### src/rtl/pflush_pkg.sv
package pflush_pkg;

  // Strobes from control to datapath
  typedef struct packed {
    logic clearIdle;
  } ctlStrobe_t;

  // Status from datapath to control
  typedef struct packed {
    logic full;
    logic timedOut;
  } dpStatus_t;

endpackage

### src/rtl/pflush_dp.sv
module pflush_dp
  import pflush_pkg::*;
#(
  parameter int LVL_W   = 9,
  parameter int MAX_PKT = 64,
  parameter int TO_W    = 8,
  localparam int CNT_W  = $clog2(MAX_PKT + 1)
) (
  input  logic             clk,
  input  logic             rstN,
  input  logic [LVL_W-1:0] bufLevel,
  input  logic             msTick,
  input  logic [TO_W-1:0]  timeoutMs,
  input  ctlStrobe_t       ctl,
  output dpStatus_t        status,
  output logic [CNT_W-1:0] flushCount
);

  localparam logic [LVL_W-1:0] MAX_LVL  = LVL_W'(MAX_PKT);
  localparam logic [TO_W-1:0]  IDLE_TOP = '1;

  logic [LVL_W-1:0] lvlPrev;
  logic [TO_W-1:0]  idleCnt;
  logic [TO_W-1:0]  effTo;
  logic             grew;

  assign grew  = bufLevel > lvlPrev;
  assign effTo = (timeoutMs == '0) ? TO_W'(1) : timeoutMs;

  always_ff @(posedge clk or negedge rstN) begin
    if (!rstN) begin
      lvlPrev <= '0;
      idleCnt <= '0;
    end else begin
      lvlPrev <= bufLevel;
      if (grew || ctl.clearIdle)
        idleCnt <= '0;
      else if (msTick && idleCnt != IDLE_TOP)
        idleCnt <= idleCnt + TO_W'(1);
    end
  end

  assign status.full     = bufLevel >= MAX_LVL;
  assign status.timedOut = (idleCnt >= effTo) && (bufLevel != '0);
  assign flushCount      = status.full ? CNT_W'(MAX_PKT) : bufLevel[CNT_W-1:0];

  // a growing level restarts idle time
  p_idle_restart_r4: assert property (@(posedge clk) disable iff (!rstN)
    grew |=> idleCnt == '0);

  // each tick advances the idle count when nothing restarts it
  p_idle_step_r2: assert property (@(posedge clk) disable iff (!rstN)
    (!grew && !ctl.clearIdle && msTick && idleCnt != IDLE_TOP)
      |=> idleCnt == $past(idleCnt) + TO_W'(1));

  // saturated idle count holds
  p_idle_sat_r12: assert property (@(posedge clk) disable iff (!rstN)
    (!grew && !ctl.clearIdle && idleCnt == IDLE_TOP) |=> idleCnt == IDLE_TOP);

  // packet size never exceeds the maximum
  p_count_cap_r5: assert property (@(posedge clk) disable iff (!rstN)
    flushCount <= CNT_W'(MAX_PKT));

endmodule

### src/rtl/pflush_ctl.sv
module pflush_ctl
  import pflush_pkg::*;
(
  input  logic       clk,
  input  logic       rstN,
  input  logic       sendImmN,
  input  logic       suspended,
  input  logic       remoteWakeEn,
  input  logic       slotReq,
  input  dpStatus_t  status,
  output ctlStrobe_t ctl,
  output logic       flushReq,
  output logic       resumeReq,
  output logic       powerOff
);

  logic siPrevN;
  logic siEdge;
  logic siPending;
  logic take;

  assign siEdge   = siPrevN && !sendImmN;
  assign flushReq = siPending || status.full || status.timedOut;
  assign take     = slotReq && flushReq;
  assign ctl.clearIdle = take;

  always_ff @(posedge clk or negedge rstN) begin
    if (!rstN) begin
      siPrevN   <= 1'b1;
      siPending <= 1'b0;
      resumeReq <= 1'b0;
      powerOff  <= 1'b0;
    end else begin
      siPrevN   <= sendImmN;
      powerOff  <= suspended;
      resumeReq <= siEdge && suspended && remoteWakeEn;
      if (siEdge && !suspended)
        siPending <= 1'b1;
      else if (take)
        siPending <= 1'b0;
    end
  end

  // a pending send-now survives until a slot takes it
  p_pend_hold_r6: assert property (@(posedge clk) disable iff (!rstN)
    (siPending && !slotReq) |=> siPending);

  // a taken slot with no new edge clears the pending send-now
  p_pend_clear_r8: assert property (@(posedge clk) disable iff (!rstN)
    (take && !siEdge) |=> !siPending);

  // resume only follows a suspended, wake-enabled cycle
  p_resume_gate_r9: assert property (@(posedge clk) disable iff (!rstN)
    resumeReq |-> ($past(suspended) && $past(remoteWakeEn)));

  // resume is a single-cycle pulse
  p_resume_pulse_r9: assert property (@(posedge clk) disable iff (!rstN)
    resumeReq |=> !resumeReq);

  // no resume without remote wakeup
  p_no_wake_r10: assert property (@(posedge clk) disable iff (!rstN)
    !remoteWakeEn |=> !resumeReq);

  // power-off tracks suspend one cycle later
  p_pwr_follow_r11: assert property (@(posedge clk) disable iff (!rstN)
    $past(rstN) |-> (powerOff == $past(suspended)));

endmodule

### src/rtl/pkt_flusher.sv
module pkt_flusher
  import pflush_pkg::*;
#(
  parameter int LVL_W   = 9,
  parameter int MAX_PKT = 64,
  parameter int TO_W    = 8,
  localparam int CNT_W  = $clog2(MAX_PKT + 1)
) (
  input  logic             clk,
  input  logic             rstN,
  input  logic [LVL_W-1:0] bufLevel,
  input  logic             msTick,
  input  logic [TO_W-1:0]  timeoutMs,
  input  logic             suspended,
  input  logic             remoteWakeEn,
  input  logic             sendImmN,
  input  logic             slotReq,
  output logic             flushReq,
  output logic [CNT_W-1:0] flushCount,
  output logic             resumeReq,
  output logic             powerOff
);

  ctlStrobe_t ctl;
  dpStatus_t  status;

  pflush_dp #(
    .LVL_W  (LVL_W),
    .MAX_PKT(MAX_PKT),
    .TO_W   (TO_W)
  ) uDp (
    .clk       (clk),
    .rstN      (rstN),
    .bufLevel  (bufLevel),
    .msTick    (msTick),
    .timeoutMs (timeoutMs),
    .ctl       (ctl),
    .status    (status),
    .flushCount(flushCount)
  );

  pflush_ctl uCtl (
    .clk         (clk),
    .rstN        (rstN),
    .sendImmN    (sendImmN),
    .suspended   (suspended),
    .remoteWakeEn(remoteWakeEn),
    .slotReq     (slotReq),
    .status      (status),
    .ctl         (ctl),
    .flushReq    (flushReq),
    .resumeReq   (resumeReq),
    .powerOff    (powerOff)
  );

endmodule

### config.mk
export PLATFORM = sky130hd
export DESIGN_NAME = pkt_flusher
export DESIGN_NICKNAME = d
export VERILOG_FILES = /design/src/rtl/pflush_pkg.sv /design/src/rtl/pflush_dp.sv /design/src/rtl/pflush_ctl.sv /design/src/rtl/pkt_flusher.sv
export SDC_FILE = /design/constraint.sdc
export NUM_CORES = 1
export LEC_CHECK = 0
export ABC_AREA = 1
export BUFFER_PORTS_ARGS = -buffer_cell sky130_fd_sc_hd__buf_2
export CAP_MARGIN = 0
export CORE_ASPECT_RATIO = 0.7
export CORE_MARGIN = 2
export CORE_UTILIZATION = 45
export DETAILED_ROUTE_END_ITERATION = 10
export PLACE_DENSITY = 0.69
export SLEW_MARGIN = 20
export SYNTH_ARGS = -nofsm -noshare
export SYNTH_HDL_FRONTEND = slang
export SYNTH_SLANG_ARGS = --single-unit
export TNS_END_PERCENT = 50
### constraint.sdc
create_clock -name clk -period 5 [get_ports clk]
set_input_delay 1 -clock clk [delete_from_list [all_inputs] [get_ports clk]]
set_output_delay 1 -clock clk [all_outputs]
set_load 0.02 [all_outputs]
==> impl_metrics.json, run 1 <==
{
  "status": "complete, no violations",
  "core.rowCount": 16,
  "path_clk_slew_ns": 0.07,
  "final_max_slew_viol_count": 0,
  "seqPwrFrac_pct": 50.9,
  "cts_inserted_buffers": 3,
  "ctsHtreeMaxLevel": 1,
  "avgRoutedWirePerCell_um": 12.3,
  "layout.nets": 250,
  "firstDrtPassIters": 4,
  "synth_top_family_by_area": "simple AND/OR/NAND/NOR gates",
  "io_pins": 34,
  "cpLargestDelayFamily": "simple AND/OR/NAND/NOR gates",
  "worstPathCellList": "buf_2, nor4_1, a41o_1, ha_1, inv_1, nand2_1, nand2_1, nand2_1, nand2_1, nand2_1, nand3_1, nand2_1, nand2_2, buf_2",
  "postCtsHoldBufs": 0,
  "fmax_mhz": 292,
  "synthArstFlopShare_pct": 100,
  "antenna_found_initial": 0,
  "drtIter0Drc": 64,
  "fin_area_sq_um": 1640,
  "fin_util_pct": 56.9,
  "overflow": 0,
  "hold_path.class": "reg -> reg",
  "final-instance-count-excl-fill": 243,
  "powerDensity_nw_per_um2": 216,
  "cp_slowest_cell": "nor4_1",
  "finalCritPeriodShare_pct": 68.5,
  "syn_area_per_cell_sq_um": 8.17,
  "portBuffers": 33,
  "core_sq_um": 2880,
  "ys_types": 27,
  "ys.flop_type": "dfrtp_1",
  "worstPathRequired_ns": 4.00,
  "dieHeight_um": 50.6,
  "area_growth_syn_to_layout_pct": 17.5,
  "peakVddDrop_mv": 0.176,
  "synthMuxAreaShare_pct": 0,
  "synth_adder_area_share_pct": 16.1,
  "worstSetupStartpointType": "input pin",
  "synth_xor_area_share_pct": 1.25,
  "track_usage_pct": 18.3,
  "p_switching_mw": 0.0960,
  "slew_headroom_pct": 67.7,
  "clock-sinks": 21,
  "rsz0062_at_grt": "no",
  "placed_cell_area_sq_um": 1600,
  "dp_hpwl_mm": 2.46,
  "slowest_delay_ns": 0.29,
  "synth_edf_count": 0,
  "power.share.combinational_pct": 18.1,
  "tightestPinTransition_ns": 0.484,
  "grt_max_degree": 22,
  "wl_mm": 2.99,
  "initial_core_util_pct": 48.5,
  "vias_per_cell": 4.93,
  "grt_pass1_wl_mm": 5.00,
  "tritoncts": "built",
  "post-route-drc-count": 0,
  "dieArea_sq_um": 3570,
  "end_kind": "output port",
  "clk_latency_ns": 0.26,
  "grt_pass1_vias": 1103,
  "postSynthCellCount": 171,
  "fill_cells": 242,
  "setup_violations": 0,
  "via_count": 1197,
  "whs_ns": 0.509,
  "yosys_warnings": 0,
  "synth.yosys.seq_area_share_pct": 37.7,
  "synth_nets": 213,
  "crit_type": "in -> out",
  "cp.arrival_ns": 2.43,
  "synth_area_sq_um": 1400,
  "synth-seq-cells": 21,
  "drive_gt1_share_pct": 24.6,
  "antenna_left": 0,
  "path_max_fanout": 2,
  "yosys.area_share.simple_pct": 26.7,
  "netSwitchingFraction_pct": 27.1,
  "period_minus_slack_ns": 3.43,
  "p_leak_nw": 0.950,
  "maxCapViolCount": 0,
  "clock_path_buffers": 2,
  "cts-root-buf": "clkbuf_8",
  "gp_congestion": 0.792,
  "clkPwrFrac_pct": 31.0,
  "worst_clock_skew_ns": 0.00313,
  "critPathBufInv": 3,
  "chipWidth_um": 70.6,
  "synth-compound-area-share_pct": 7.25,
  "cts_setup_buffers": 0,
  "hold_viol": 0,
  "place_inst": 239,
  "antenna_cells": 0,
  "fin_setup_tns_ns": 0,
  "ctsResizeCount": 0,
  "internal_power_mw": 0.258,
  "critPathMostFrequentCell": "nand2_1"
}
path summary, 6_finish.rpt:
| path | start | end | slack [ns] | cells after the start |
|---|---|---|---|---|
| max | timeoutMs[2] | flushReq | 1.57 | 14 |
| min | uCtl.siPrevN | uCtl.resumeReq | 0.51 | 2 |
| max reg2reg | uDp.idleCnt[7] | uDp.idleCnt[6] | 3.32 | 10 |
| min reg2reg | uCtl.siPrevN | uCtl.resumeReq | 0.51 | 2 |
| max in group asynchronous | rstN | uCtl.siPrevN | 3.95 | 1 |
| min in group asynchronous | rstN | uDp.idleCnt[6] | 0.69 | 1 |
cells in the final DEF (no fill, tap or decap), types with 2 or more instances in the layout:
cell	count
a21oi_1	6
buf_2	33
clkbuf_8	3
dfrtp_1	20
ha_1	18
inv_1	37
nand2_1	28
nand2_2	3
nand2_4	2
nand3_1	9
nand4_1	3
nor2_1	22
nor2_2	2
nor2_4	2
o21ai_0	2
o21bai_1	2
o22ai_1	2
xor2_1	2
metrics by stage:
step / power (mW) / setup WS [ns]
final: 0.354 / 1.57
after global routing: 0.377 / 1.43
after CTS: 0.360 / 1.55
after detailed placement: 0.248 / 1.56
after global placement: 0.244 / 1.69
after floorplan: 0.220 / 1.98
worst min-delay path: cells and delay by family, from the launching register on:
family	cells	cell delay [ns]
flops	1	0.37
simple gates	2	0.11
routing by layer:
| layer | routed length (um) | part of all wire, % | GRT usage [%] |
|---|---|---|---|
| met1 | 1440 | 48 | 24.9 |
| met2 | 1370 | 46 | 29.9 |
| met3 | 160 | 5.4 | 5.02 |
| met4 | 12 | 0.40 | 2.83 |
| met5 | 0 | 0 | 0 |
registers in the layout, indices dropped and copies added, names as in the netlist:
| signal | cells |
|---|---|
| uCtl.powerOff | 1 |
| uCtl.resumeReq | 1 |
| uCtl.siPending | 1 |
| uCtl.siPrevN | 1 |
| uDp.idleCnt | 8 |
| uDp.lvlPrev | 9 |
power groups by stage:
stage          combinational [mW]  sequential [mW]  clock [mW]
4_1_cts                    0.0648            0.180       0.115
2_1_floorplan              0.0366            0.183           0
3_3_place_gp               0.0606            0.183           0
3_5_place_dp               0.0641            0.183           0
5_1_grt                    0.0733            0.181       0.123
6_report                   0.0640            0.180       0.110
area by class of cell:
class	count	area (sq um)	share of cell area [%]
inverters	38	143	8.69
multi-input cells	111	717	43.7
well taps	36	45.0	2.74
repair buffers	33	165	10.1
flip-flops and latches	21	527	32.1
clock buffers	4	45.0	2.74
cells in the mapped netlist, types with 2 or more instances:
library cell / number / share of area, %
o21ai_0: 2 / 0.72
ha_1: 18 / 16
inv_1: 37 / 9.9
nand2_4: 2 / 1.6
nor2_4: 2 / 1.6
nand2_2: 3 / 1.3
dfrtp_1: 20 / 36
o22ai_1: 2 / 0.90
nand2_1: 28 / 7.5
a21oi_1: 6 / 2.1
nor2_2: 2 / 0.90
o21bai_1: 2 / 1.1
nor2_1: 22 / 5.9
nand3_1: 9 / 3.2
xor2_1: 2 / 1.3
nand4_1: 3 / 1.3
cells by family (layout without fill, tap and decap cells):
family                     after synthesis  after routing
AOI/OAI and AO/OA                       16             16
xor gates and xnor gates                 2              2
adders and majority gates               18             18
buffers and inverters                   39             75
DFF                                     21             21
and+or+nand+nor                         75             75
No activity file was read; power rests on OpenSTA's default activity.
==> run 2: changes to the inputs <==
Settings changed: ABC_AREA 1 to 0, PLACE_DENSITY 0.69 to 0.72.
Clock period 5 ns to 3.1 ns, I/O delays scaled along.
==> run 2 against run 1 <==
  * Die area fell by 2.0%
  * Utilization increased by 0.27 points
  * Final cell count is 14% lower
  * Power rose by 66%
  * Synthesized cell count down 20%
  * Clock power is 68% higher
  * Worst hold slack worse by 0.21 ns
  * Flip-flop and latch count is the same
  * Sequential share of layout area is 0.30 points higher
  * Critical path type unchanged
==> impl_metrics.json, run 2 <==
{
  "io_pins": 34,
  "clock_path_buffers": 2,
  "path_clk_slew_ns": 0.08,
  "placed_cell_area_sq_um": 1570,
  "p_leak_nw": 0.852,
  "yosys_warnings": 0,
  "cts_inserted_buffers": 3,
  "dp_hpwl_mm": 2.42,
  "synth_area_sq_um": 1370,
  "synthArstFlopShare_pct": 100,
  "cp_slowest_cell": "a211o_1",
  "largest_register_ffs": 9,
  "clk_latency_ns": 0.27,
  "slew_headroom_pct": 58.5,
  "ctsHtreeMaxLevel": 1,
  "ys_top_cells_by_area": "dfrtp_1 (37%), ha_1 (16%), inv_1 (5.8%)",
  "synth_largest_area_cell": "dfrtp_1",
  "grt_pass1_wl_mm": 5.06,
  "p_total_mw": 0.587,
  "postSynthCellCount": 136,
  "avgRoutedWirePerCell_um": 14.8,
  "ys.flop_type": "dfrtp_1",
  "rr_startpoint": "uDp.idleCnt[3]",
  "layout.nets": 215,
  "synth_nets": 178,
  "drtIter0Drc": 102,
  "fin_util_pct": 57.2,
  "worstSetupStartpointType": "input pin",
  "period_minus_slack_ns": 2.91,
  "post-synth-top-count-cell": "inv_1",
  "hold_path.class": "in -> async",
  "synth_top_area_share_pct": 36.6,
  "synth_common_cells": "inv_1 (21), dfrtp_1 (20), ha_1 (18)",
  "cts-root-buf": "clkbuf_8",
  "track_usage_pct": 18.6,
  "via_count": 1174,
  "core.rowCount": 16,
  "drive_gt1_share_pct": 27.3,
  "worstPathRequired_ns": 2.48,
  "synth_edf_count": 0,
  "reg2reg_depth": 5,
  "final-instance-count-excl-fill": 208,
  "area_growth_syn_to_layout_pct": 18.9,
  "fmax_mhz": 344,
  "syn_area_per_cell_sq_um": 10.1,
  "fill_cells": 268,
  "finalWorstSetupSlack_ns": 0.191,
  "fin_area_sq_um": 1630,
  "r2r-end": "uDp.idleCnt[0]",
  "dieHeight_um": 50.1,
  "powerDensity_nw_per_um2": 361,
  "end_kind": "output port",
  "cp.arrival_ns": 2.29,
  "largestRegisters": "uDp.lvlPrev (9), uDp.idleCnt (8)",
  "portBuffers": 33,
  "initial_core_util_pct": 48.1,
  "overflow": 0,
  "status": "complete, no violations",
  "clock-sinks": 21,
  "peakVddDrop_mv": 0.166,
  "final_cell_mix": "buf_2 (33), inv_1 (21), dfrtp_1 (20), ha_1 (18), a211oi_1 (10)",
  "post-route-drc-count": 0,
  "chipWidth_um": 69.9,
  "ys_types": 41,
  "hold_viol": 0,
  "core_sq_um": 2840,
  "place_inst": 204,
  "cts_setup_buffers": 0,
  "worst_clock_skew_ns": 0.00511,
  "wl_mm": 3.08,
  "registers.top_by_ff_count": "uDp.lvlPrev",
  "slowest_delay_ns": 0.29,
  "final_max_slew_viol_count": 0,
  "firstDrtPassIters": 4,
  "tightestPinTransition_ns": 0.618,
  "antenna_left": 0,
  "synth.yosys.seq_area_share_pct": 38.5,
  "grt_pass1_vias": 1088,
  "rsz0062_at_grt": "no",
  "worstPathCellList": "buf_2, nor4_2, a41o_1, ha_1, nand2b_1, a21oi_2, o31ai_1, a211o_1, buf_2",
  "dieArea_sq_um": 3500,
  "tritoncts": "built",
  "antenna_cells": 0,
  "rrSetupSlack_ns": 1.15,
  "crit_type": "in -> out",
  "critPathMostFrequentCell": "buf_2",
  "grt_max_degree": 22,
  "setup_violations": 0,
  "whs_ns": 0.297,
  "gp_congestion": 0.858,
  "path_max_fanout": 2,
  "maxCapViolCount": 0,
  "fin_setup_tns_ns": 0,
  "vias_per_cell": 5.64,
  "finalCritPeriodShare_pct": 93.8,
  "pre_cts_slack_ns": 0.188,
  "synth-seq-cells": 21,
  "antenna_found_initial": 0,
  "final_common_cell": "buf_2"
}
-- run 2: cell types whose count changed in the layout (fill, tap and decap cells not counted), sizes merged, moves of 5 or more --
cell | previous run | this run
o21ai | 2 | 7
inv | 38 | 22
nand2 | 33 | 4
nor2 | 26 | 3
nand3 | 11 | 2
a211oi | 0 | 10
and2 | 0 | 5
-- run 2: layout make-up --
cell class                 count  area (sq um)  area share (%)
multi-input combinational     92           761            46.8
sequential                    21           527            32.4
timing repair buffer          33           165            10.2
inverter                      22          82.6            5.08
tap                           36          45.0            2.77
clock buffer                   3          41.3            2.54
clock inverter                 1          5.00           0.308
-- run 2: repair_timing --
item,in CTS,in global routing
endpoints found under the setup margin,0,1
gates resized for setup,0,1
hold buffers,0,0
-- run 2: cell families after synthesis --
| logic type | share of synthesized area [%] |
|---|---|
| adder cells (fa/ha/maj) | 16.5 |
| AND/OR/NAND/NOR | 14.6 |
| multiplexers | 1.46 |
| flip-flops | 38.5 |
| AO/OA/AOI/OAI | 21.3 |
| XOR/XNOR | 1.28 |
| buffers and inverters | 6.31 |
-- run 2: worst max-delay path by stage --
stage                          end    startpoint  cells after the start
after global routing      flushReq  timeoutMs[5]                      9
final                     flushReq  timeoutMs[5]                      9
after floorplan           flushReq  timeoutMs[5]                      7
after CTS                 flushReq  timeoutMs[5]                      9
after global placement    flushReq  timeoutMs[5]                      9
after detailed placement  flushReq  timeoutMs[5]                      9
-- run 2: power by group --
part / internal, mW / switching (mW) / leakage, nW / total [mW]
clock: 0.0899 / 0.0952 / 0.0255 / 0.185
combinational: 0.0454 / 0.0644 / 0.562 / 0.110
sequential: 0.286 / 0.00632 / 0.265 / 0.292
-- run 2: per-layer routing --
layer	vias up	track usage (%)	part of all wire, %
met3	4	5.11	4.3
met4	0	5.77	1.2
li1	576	-	-
met5	-	0	0
met1	564	25.3	49
met2	30	28.9	45
-- run 2: worst max-delay path: cells and delay by family --
kind	cells	cell delay, ns
AND/OR/NAND/NOR	2	0.42
adder cells (fa/ha/maj)	1	0.21
buffers and inverters	2	0.27
AO/OA/AOI/OAI	4	0.76
==> run 3: changes to the inputs <==
Settings changed: PLACE_DENSITY 0.72 to 0.69.
==> run 3 against run 2 <==
  * Flip-flop and latch count unchanged
  * Clock skew shrank 0.0038 ns
  * Final area decreased by 0.46%
  * Final cell count is the same
  * Routed wire length fell by 3.9%
  * Register-to-register slack worse by 0.02 ns
  * Global-route usage barely moved
==> impl_metrics.json, run 3 (same netlist as run 2, synthesis figures left out) <==
{
  "ctsHtreeMaxLevel": 1,
  "clock_path_buffers": 2,
  "reg2reg_depth": 5,
  "p_leak_nw": 0.849,
  "slew_headroom_pct": 58.1,
  "seqCellArea_sq_um": 527,
  "drive_gt1_share_pct": 26.2,
  "fmax_mhz": 338,
  "path_max_fanout": 2,
  "dieHeight_um": 50.1,
  "track_usage_pct": 18.6,
  "p_total_mw": 0.578,
  "rr_startpoint": "uDp.idleCnt[3]",
  "grt_pass1_vias": 1118,
  "worstPathRequired_ns": 2.48,
  "final-instance-count-excl-fill": 208,
  "fin_setup_tns_ns": 0,
  "maxCapViolCount": 0,
  "core.rowCount": 16,
  "finalCritPeriodShare_pct": 95.4,
  "antenna_found_initial": 0,
  "slowest_delay_ns": 0.31,
  "largestRegisters": "uDp.lvlPrev (9), uDp.idleCnt (8)",
  "tritoncts": "built",
  "path_clk_slew_ns": 0.07,
  "grt_max_degree": 22,
  "powerDensity_nw_per_um2": 357,
  "worst_clock_skew_ns": 0.00128,
  "hold_viol": 0,
  "ctsResizeCount": 0,
  "startpoint": "timeoutMs[5]",
  "crit_type": "in -> out",
  "wl_mm": 2.96,
  "status": "complete, no violations",
  "pre_cts_slack_ns": 0.117,
  "rrSetupSlack_ns": 1.13,
  "clk_latency_ns": 0.26,
  "final_cell_mix": "buf_2 (33), inv_1 (21), dfrtp_1 (20), ha_1 (18), a211oi_1 (10)",
  "clock-sinks": 21,
  "hold_path.class": "in -> async",
  "avgRoutedWirePerCell_um": 14.2,
  "endpoint": "flushReq",
  "peakVddDrop_mv": 0.186,
  "dieArea_sq_um": 3500,
  "vias_per_cell": 5.50,
  "dp_hpwl_mm": 2.42,
  "worstPathCellList": "buf_2, nor4_1, a41o_1, ha_1, nand2b_1, a21oi_2, o31ai_1, a211o_1, buf_2",
  "cp_slowest_cell": "nor4_1",
  "place_inst": 204,
  "fill_cells": 258,
  "postCtsHoldBufs": 0,
  "worstSetupStartpointType": "input pin",
  "overflow": 0,
  "antenna_cells": 0,
  "critPathMostFrequentCell": "buf_2",
  "whs_ns": 0.313,
  "area_growth_syn_to_layout_pct": 18.4,
  "post-route-drc-count": 0,
  "firstDrtPassIters": 4,
  "multiInputGateArea_sq_um": 754,
  "drtIter0Drc": 35,
  "gp_congestion": 0.864,
  "setup_violations": 0,
  "cts_inserted_buffers": 3,
  "core_sq_um": 2840,
  "cts_setup_buffers": 0,
  "chipWidth_um": 69.9,
  "portBuffers": 33,
  "final_common_cell": "buf_2",
  "tightestPinTransition_ns": 0.624,
  "via_count": 1144,
  "registers.top_by_ff_count": "uDp.lvlPrev",
  "grt_pass1_wl_mm": 5.04,
  "rsz0062_at_grt": "no",
  "cts-root-buf": "clkbuf_8",
  "largest_register_ffs": 9,
  "initial_core_util_pct": 48.1,
  "layout.nets": 215,
  "finalWorstSetupSlack_ns": 0.143,
  "antenna_left": 0,
  "end_kind": "output port",
  "io_pins": 34,
  "cp.arrival_ns": 2.34,
  "final_max_slew_viol_count": 0,
  "period_minus_slack_ns": 2.96,
  "r2r-end": "uDp.idleCnt[1]"
}
run 3: layout make-up:
cell class / count / share of cell area [%]
Inverter: 22 / 5.10
Tap cell: 36 / 2.78
Clock buffer: 4 / 2.78
Multi-Input combinational cell: 92 / 46.6
Sequential cell: 21 / 32.5
Timing Repair Buffer: 33 / 10.2
run 3: critical path, delay by kind of cell:
kind / cells / cell delay, ns
and+or+nand+nor: 2 / 0.46
buffers and inverters: 2 / 0.26
adders and majority gates: 1 / 0.22
AOI/OAI and AO/OA: 4 / 0.78
run 3: metrics by stage:
stage	cell area, sq um	utilization [%]
4_1_cts	1620	57.0
3_5_place_dp	1570	55.4
2_1_floorplan	1370	-
3_3_place_gp	1570	55.4
6_report	1620	57.0
5_1_grt	1620	57.0
run 3: worst min-delay path by stage:
stage,end,cells past startpoint,startpoint,slack (ns)
after floorplan,uCtl.powerOff,0,rstN,0.32
after global placement,uCtl.resumeReq,2,uCtl.siPrevN,0.49
after detailed placement,uCtl.resumeReq,2,uCtl.siPrevN,0.51
after CTS,uDp.idleCnt[2],1,rstN,0.32
after global routing,uDp.idleCnt[0],1,rstN,0.34
final,uDp.lvlPrev[6],1,rstN,0.31
run 3: per-layer routing:
metal  vias up  wire length [um]  global-route usage [%]
met5         -                 0                       0
met4         0                 0                    2.56
met3         0               136                    6.95
met2        19              1350                    30.0
met1       551              1470                    24.5
li1        574                 -                       -
run 3: report_power, final:
group	total, mW	switching (mW)	internal (mW)
registers	0.292	0.00629	0.286
logic	0.109	0.0641	0.0454
clock network	0.177	0.0850	0.0915
total	0.578	0.155	0.423
